--- config.mk ---
export PLATFORM = sky130hd
export DESIGN_NAME = zram_unit
export DESIGN_NICKNAME = d
export VERILOG_FILES = /design/src/rtl/zram_pkg.sv /design/src/rtl/zram_decode.sv /design/src/rtl/zram_agu.sv /design/src/rtl/zram_store.sv /design/src/rtl/zram_unit.sv
export SDC_FILE = /design/constraint.sdc
export NUM_CORES = 2
export LEC_CHECK = 0
export BUFFER_PORTS_ARGS = -buffer_cell sky130_fd_sc_hd__buf_2
export CORE_ASPECT_RATIO = 1.1
export CORE_MARGIN = 10
export CORE_UTILIZATION = 50
export CTS_BUF_LIST = sky130_fd_sc_hd__clkbuf_2 sky130_fd_sc_hd__clkbuf_4 sky130_fd_sc_hd__clkbuf_8
export CTS_CLUSTER_SIZE = 12
export DETAILED_ROUTE_END_ITERATION = 7
export MAX_ROUTING_LAYER = met4
export PLACE_DENSITY = 0.66
export SYNTH_ARGS = -nofsm -noshare
export SYNTH_HDL_FRONTEND = slang
export SYNTH_SLANG_ARGS = --single-unit
--- constraint.sdc ---
create_clock -name clk -period 7.7 [get_ports clk]
set_input_delay 1.155 -clock clk [delete_from_list [all_inputs] [get_ports clk]]
set_output_delay 1.155 -clock clk [all_outputs]
set_load 0.05 [all_outputs]
--- src/rtl/zram_pkg.sv ---
package zram_pkg;
  typedef enum logic [1:0] {
    AM_PLAIN = 2'd0,
    AM_POST  = 2'd1,
    AM_PRE   = 2'd2
  } amode_e;

  typedef struct packed {
    logic       hit;
    logic       store;
    amode_e     mode;
    logic [3:0] reg_idx;
  } zop_t;
endpackage

--- src/rtl/zram_decode.sv ---
module zram_decode
  import zram_pkg::*;
(
  input  logic [15:0] word,
  output zop_t        op
);
  logic frame_ok;

  // Group bits, register bank bit (upper 16 only)
  assign frame_ok = (word[15:13] == 3'b100) && (word[11:10] == 2'b00) && word[8];

  always_comb begin
    op         = '0;
    op.mode    = AM_PLAIN;
    op.store   = word[9];
    op.reg_idx = word[7:4];
    if (frame_ok) begin
      if (!word[12] && word[3:0] == 4'h0) begin
        op.hit  = 1'b1;
        op.mode = AM_PLAIN;
      end else if (word[12] && word[3:0] == 4'h1) begin
        op.hit  = 1'b1;
        op.mode = AM_POST;
      end else if (word[12] && word[3:0] == 4'h2) begin
        op.hit  = 1'b1;
        op.mode = AM_PRE;
      end
    end
  end
endmodule

--- src/rtl/zram_agu.sv ---
module zram_agu
  import zram_pkg::*;
#(
  parameter int unsigned DW        = 8,
  parameter int unsigned RAM_BASE  = 'h60,
  parameter int unsigned RAM_DEPTH = 128,
  parameter int unsigned AW        = $clog2(RAM_DEPTH)
) (
  input  logic [DW-1:0] z,
  input  amode_e        mode,
  output logic [DW-1:0] z_next,
  output logic          in_win,
  output logic [AW-1:0] idx
);
  localparam logic [DW:0]   WIN_LO = (DW+1)'(RAM_BASE);
  localparam logic [DW:0]   WIN_HI = (DW+1)'(RAM_BASE + RAM_DEPTH);
  localparam logic [DW-1:0] ONE    = DW'(1);

  logic [DW-1:0] dec, inc, ea;
  logic [DW:0]   ea_x;
  logic [DW-1:0] off;

  assign dec  = z - ONE;
  assign inc  = z + ONE;
  assign ea   = (mode == AM_PRE) ? dec : z;
  assign ea_x = {1'b0, ea};

  always_comb begin
    case (mode)
      AM_PRE:  z_next = dec;
      AM_POST: z_next = inc;
      default: z_next = z;
    endcase
  end

  assign in_win = (ea_x >= WIN_LO) && (ea_x < WIN_HI);
  assign off    = ea - DW'(RAM_BASE);
  assign idx    = off[AW-1:0];
endmodule

--- src/rtl/zram_store.sv ---
module zram_store #(
  parameter int unsigned DW        = 8,
  parameter int unsigned RAM_DEPTH = 128,
  parameter int unsigned AW        = $clog2(RAM_DEPTH)
) (
  input  logic          clk,
  input  logic          rst_n,
  input  logic          we,
  input  logic [AW-1:0] idx,
  input  logic [DW-1:0] wdata,
  output logic [DW-1:0] rdata
);
  logic [DW-1:0] mem [RAM_DEPTH];

  for (genvar g = 0; g < RAM_DEPTH; g++) begin : g_word
    always_ff @(posedge clk or negedge rst_n) begin
      if (!rst_n)                        mem[g] <= '0;
      else if (we && idx == AW'(g))      mem[g] <= wdata;
    end
  end

  assign rdata = mem[idx];
endmodule

--- src/rtl/zram_unit.sv ---
module zram_unit
  import zram_pkg::*;
#(
  parameter int unsigned DW        = 8,
  parameter int unsigned RAM_BASE  = 'h60,
  parameter int unsigned RAM_DEPTH = 128
) (
  input  logic          clk,
  input  logic          rst_n,
  input  logic          op_valid,
  output logic          op_ready,
  input  logic [15:0]   op_word,
  input  logic [DW-1:0] z_in,
  input  logic [DW-1:0] st_data,
  output logic          wb_valid,
  input  logic          wb_ready,
  output logic [3:0]    wb_reg,
  output logic [DW-1:0] wb_data,
  output logic          z_wr,
  output logic [DW-1:0] z_new,
  output logic          ram_rd,
  output logic          ram_wr
);
  localparam int unsigned AW = $clog2(RAM_DEPTH);

  zop_t          dop;
  logic          in_win, fire, mode_post, mode_pre;
  logic [AW-1:0] idx;
  logic [DW-1:0] rdata;

  zram_decode u_dec (.word(op_word), .op(dop));

  zram_agu #(.DW(DW), .RAM_BASE(RAM_BASE), .RAM_DEPTH(RAM_DEPTH), .AW(AW)) u_agu (
    .z(z_in), .mode(dop.mode), .z_next(z_new), .in_win(in_win), .idx(idx)
  );

  zram_store #(.DW(DW), .RAM_DEPTH(RAM_DEPTH), .AW(AW)) u_mem (
    .clk(clk), .rst_n(rst_n), .we(ram_wr), .idx(idx), .wdata(st_data), .rdata(rdata)
  );

  assign mode_post = dop.hit && (dop.mode == AM_POST);
  assign mode_pre  = dop.hit && (dop.mode == AM_PRE);

  assign op_ready = wb_ready;
  assign fire     = op_valid && op_ready && dop.hit;
  assign wb_valid = op_valid && dop.hit && !dop.store;
  assign wb_reg   = dop.reg_idx;
  assign wb_data  = in_win ? rdata : '0;
  assign ram_rd   = fire && !dop.store && in_win;
  assign ram_wr   = fire && dop.store && in_win;
  assign z_wr     = fire && (dop.mode != AM_PLAIN);
endmodule

==> results of run 1 <==
## cell usage after synthesis (5+ instances only)
| library cell | instances |
|---|---|
| nor3_1 | 13 |
| mux2_4 | 8 |
| buf_2 | 43 |
| o21ai_0 | 23 |
| inv_1 | 9 |
| a22oi_1 | 12 |
| buf_4 | 9 |
| mux2_2 | 975 |
| nand3_1 | 33 |
| xnor2_1 | 5 |
| o211ai_1 | 8 |
| clkbuf_1 | 170 |
| nor2_2 | 51 |
| nand2_1 | 130 |
| nor2_4 | 29 |
| and3_1 | 5 |
| nor2_1 | 60 |
| nor4_4 | 8 |
| dfrtp_1 | 1024 |
| mux4_2 | 270 |
| mux2_1 | 47 |
| o22ai_1 | 34 |
| buf_1 | 9 |
| a21oi_1 | 22 |
| a221oi_1 | 8 |
| ha_1 | 7 |
| nand4_1 | 18 |
| mux2i_1 | 23 |
| a31oi_1 | 12 |
## through the flow
step           instance area (um^2)  utilization [%]  hold WS (ns)  cells  setup slack, ns
3_3_place_gp                  49920            52.31        0.4616   4322           0.6265
5_1_grt                       53560            56.12        0.4274   4627           0.2646
3_5_place_dp                  49920            52.31        0.4716   4322           0.5285
2_1_floorplan                 47950                -        0.4524   3141            1.057
4_1_cts                       53550            56.11        0.3734   4625           0.5322
## cell families after synthesis
group           synth area share, %
mux                           37.41
flops                         53.44
simple gates                  4.480
buf+inv                       2.116
compound gates                2.210
xor+xnor                     0.1644
fa+ha+maj                    0.1826
## routing by layer
| metal | track usage, % |
|---|---|
| met1 | 33.61 |
| met2 | 38.10 |
| met3 | 4.552 |
| met4 | 10.30 |
| met5 | - |
==> impl_results.md, run 1 <==
* Status: aborted with a tool error
* Failing step: 5_2_route
* Err: [ERROR DRT-0255] Maze Route cannot find path of net op_word[5] in worker of routeBox ( 289800 289800 ) ( 315275 344805 ).
* Clk buf depth at 3
* Die width at 315.3 um
* Post-cts resize count at 0
* Largest net degree at the start of global routing at 184
* # Post-CTS Setup Buffers at 0
* Initial Util at 50.24%
* Unique masters post-synth at between 70 and 80
* Global-route wire length before repair at 201.0 mm
* Avg Inst Size Synth at 15.27 um^2
* Synth area leaders: dfrtp_1 (53%), mux2_2 (23%), mux4_2 (13%)
* Post-synth EDFFs at 0
* Ys flop type: dfrtp_1
* IO Count at 61
* Syn Nets at ~3.2k
* Row count at between 100 and 150
* Total CTS buffers at 168
* Die height at 344.8 um
* Total global-route track usage at 25.19%
* Mapped cell area at 47950 um^2
* Sequential-to-total area share from yosys stat at 53.44%
* Vias in the first global route at 30.96k
* Yosys warns at 0
* Initial antenna violation count at 2
* Post-DP HPWL at 85.19 mm
* Hold_buf cts at 0
* Number of clock sinks at about 1.0k
* Syn Inst Count at 3141
* Overflow after GRT at 0
* Share of the synthesized area in the top cell type at 53.44%
* GPL Wtd Cong at 0.8984
* H-tree depth at 4
* Area leader, netlist: dfrtp_1
* IO buf count at 52
* Asr flop ratio synth at 100.0%
* Yosys reg bits at 1024
* Root Driver: clkbuf_8
==> inputs of run 2 (changes only) <==
==> config.mk (replaced) <==
export PLATFORM = sky130hd
export DESIGN_NAME = zram_unit
export DESIGN_NICKNAME = d
export VERILOG_FILES = /design/src/rtl/zram_pkg.sv /design/src/rtl/zram_decode.sv /design/src/rtl/zram_agu.sv /design/src/rtl/zram_store.sv /design/src/rtl/zram_unit.sv
export SDC_FILE = /design/constraint.sdc
export NUM_CORES = 2
export LEC_CHECK = 0
export BUFFER_PORTS_ARGS = -buffer_cell sky130_fd_sc_hd__buf_2
export CORE_MARGIN = 10
export CORE_UTILIZATION = 35
export DETAILED_ROUTE_END_ITERATION = 7
export PLACE_DENSITY_LB_ADDON = 0.15
export SYNTH_ARGS = -nofsm -noshare
export SYNTH_HDL_FRONTEND = slang
export SYNTH_SLANG_ARGS = --single-unit
==> run 2 against run 1 <==
Effect of this change:
- the flow now finishes without violations
- area after synthesis stayed put
- synthesized cell count stayed put
- global-route usage is 6.4 points lower
==> impl_results.md, run 2 <==
* Finished Cell Area at 54730 um^2
* Global-route wire length before repair at 215.1 mm (+7.0%)
* Initial antenna violation count at 6 (+4)
* Hold_ws at 0.4236 ns
* Synth area leaders: dfrtp_1 (53%), mux2_2 (23%), mux4_2 (13%)
* Tmin final at 7.198 ns
* Worst setup path class: input pin to output port
* Overflow after GRT at 0 (unchanged)
* Hold_buf cts at 0 (unchanged)
* Final worst slack at 0.5019 ns
* CP Launch Type: input pin
* Skew-Pair Late Insertion Delay at about 0.73 ns
* Fraction of layout cells with a size suffix above 1 at a little over half
* Status: finished clean
* Final hold vios at 0
* Unique masters post-synth at 74 (unchanged)
* Asr flop ratio synth at 100.0% (unchanged)
* Routed WL per cell at 28.45 um
* Register area at 25620 um^2
* Die height at 390.2 um (+13%)
* Setup Skew at 0 ns
* Pre-CTS WS at 0.5349 ns (+0.006422 ns)
* Area leader, netlist: dfrtp_1
* Max reg flops at 1024
* Initial Util at 35.31% (-15 points)
* Final worst-path cycle share at 93.48%
* Critical path data required time at 6.55 ns
* Die width at 390.2 um (+24%)
* Ys flop type: dfrtp_1
* Reg-to-reg endpoint: u_mem.mem[81]
* Register-to-register setup slack at about 6.9 ns
* Post-DP HPWL at 94.24 mm (+11%)
* Sequential-to-total area share from yosys stat at 53.44% (unchanged)
* Core area at between 100000 and 150000 um^2
* Post-cts resize count at 0 (unchanged)
* Max-cap violations at 0
* Setup violators final at 0
* Nets at 3225
* # Post-CTS Setup Buffers at 0 (unchanged)
* Syn Nets at 3184 (unchanged)
* CP Max Fanout at 33
* GPL Wtd Cong at 0.8313 (-7.5%)
* Slew headroom at between 20% and 30%
* Vias per inst at 5.626
* First-iteration detailed-routing DRC count at 1787
* DRC viols at 0
* Placed Instance Area at 50690 um^2 (+1.6%)
* Share of the synthesized area in the top cell type at 53.44% (unchanged)
* Pwr Density at between 200 and 250 nW/um^2
* Total CTS buffers at 117 (-30%)
* Most frequent cell after synthesis: dfrtp_1
* Post-synth EDFFs at 0 (unchanged)
* Tightest Hold Check Type: input pin to asynchronous set/reset pin
* Synth top cells by count: dfrtp_1 (1024), mux2_2 (975), mux4_2 (270)
* Regs by FF count: u_mem.mem: 1024 flops
* Area Growth Syn to Fin at 14.13%
* Worst slew pin tran at ~1.1 ns
* Critical Path Sink: wb_data[5]
* Yosys reg bits at 1024 (unchanged)
* Die footprint at 152200 um^2
* IO buf count at 52 (unchanged)
* RSZ-0062 raised after global routing: no
* Fmax at 138.9 MHz
* Row count at 135 (+13%)
* DRT antenna net count at 0
* Clk buf depth at 3 (unchanged)
* Yosys warns at 0 (unchanged)
* Vias in the first global route at 30.75k (-0.67%)
* Worst Reg-to-Reg Cells at 1
* Worst VDD drop at 0.0001689 V
* H-tree depth at 3 (-1)
* IO Count at 61 (unchanged)
* Largest net degree at the start of global routing at 167 (-9.2%)
* Filler cells at 12.40k
* Mapped cell area at 47950 um^2 (unchanged)
* Setup_tns at 0 ns
* Leakage power at 0.02559 uW
* Commonest non-fill, non-tap cell in the layout: dfrtp_1
* Clock transition at the registers of the reported paths at 0.06 ns
* Max Transition Viols Final at 0
* Critical Path AT at 6.04 ns
* Critical Path Start: op_word[10]
* Root Driver: clkbuf_16
* Largest register by flop count: u_mem.mem
* WL final at 144.0 mm
* DR vias at around 28k
* First-pass DRT Iterations at 5
* Reg-to-Reg Start: u_mem.mem[81]
* Commonest non-fill, non-tap cells in the layout: dfrtp_1 (1024), mux2_2 (975), mux4_2 (270), nand2_1 (129), clkbuf_16 (118)
* CTS tree: yes
* Multi-input logic area at 21400 um^2
* Total global-route track usage at 18.76% (-6.4 points)
* Number of clock sinks at 1024 (unchanged)
* Avg Inst Size Synth at 15.27 um^2 (unchanged)
* Syn Inst Count at 3141 (unchanged)
* Worst Setup End Kind: output port
run 2: worst max-delay path: stages:
cell	delay, ns
buf_2	0.10
nor4b_1	0.25
and4b_1	0.30
nand4b_1	0.19
inv_1	0.10
ha_1	0.56
nor2_1	0.19
a21oi_4	0.21
buf_12	0.25
buf_12	0.30
mux4_2	0.56
mux4_2	0.54
o2111ai_1	0.53
or3_1	0.25
nand2_1	0.24
buf_12	0.24
run 2: cells by family after synthesis:
family,share of synthesized area (%)
compound gates,2.210
xor+xnor,0.1644
fa+ha+maj,0.1826
buf+inv,2.116
flops,53.44
mux,37.41
simple gates,4.480
run 2: area by class of cell:
cell class                 count  area share [%]
antenna                        3         0.01372
clock buffer                 172           6.369
clock inverter                41          0.9854
inverter                      10         0.06859
multi-input combinational   1874           39.10
sequential                  1024           46.82
tap                         1781           4.072
timing repair buffer         155           2.570
run 2: worst min path at each step:
stage                   start              to  slack, ns  cells past startpoint
2_1_floorplan  u_mem.mem[518]  u_mem.mem[518]       0.45                      1
3_3_place_gp   u_mem.mem[522]  u_mem.mem[522]       0.46                      1
3_5_place_dp    u_mem.mem[70]   u_mem.mem[70]       0.47                      1
4_1_cts                 rst_n  u_mem.mem[692]       0.47                      1
5_1_grt                 rst_n  u_mem.mem[661]       0.49                      1
6_report                rst_n  u_mem.mem[661]       0.42                      1
run 2: metal layers:
layer | vias up | track usage, % | wire length (um)
met5 | - | 0 | 0
met4 | 0 | 6.220 | 4828
met3 | 244 | 3.176 | 6435
met2 | 687 | 29.69 | 67530
met1 | 15720 | 26.12 | 65170
li1 | 11820 | - | -
run 2: where the power goes:
part | switching (uW) | internal [uW]
registers | 0.118 | 5380
clock network | 2310 | 3480
logic | 503 | 165
run 2: through the flow:
step	cells	power, uW	util, %
floorplan	3141	5791	-
global placement	4844	6149	37.33
detailed placement	4844	6159	37.33
CTS	5057	11990	40.29
global route	5059	12230	40.30
finish	5060	11840	40.30
(Power assumes the default switching activity.)
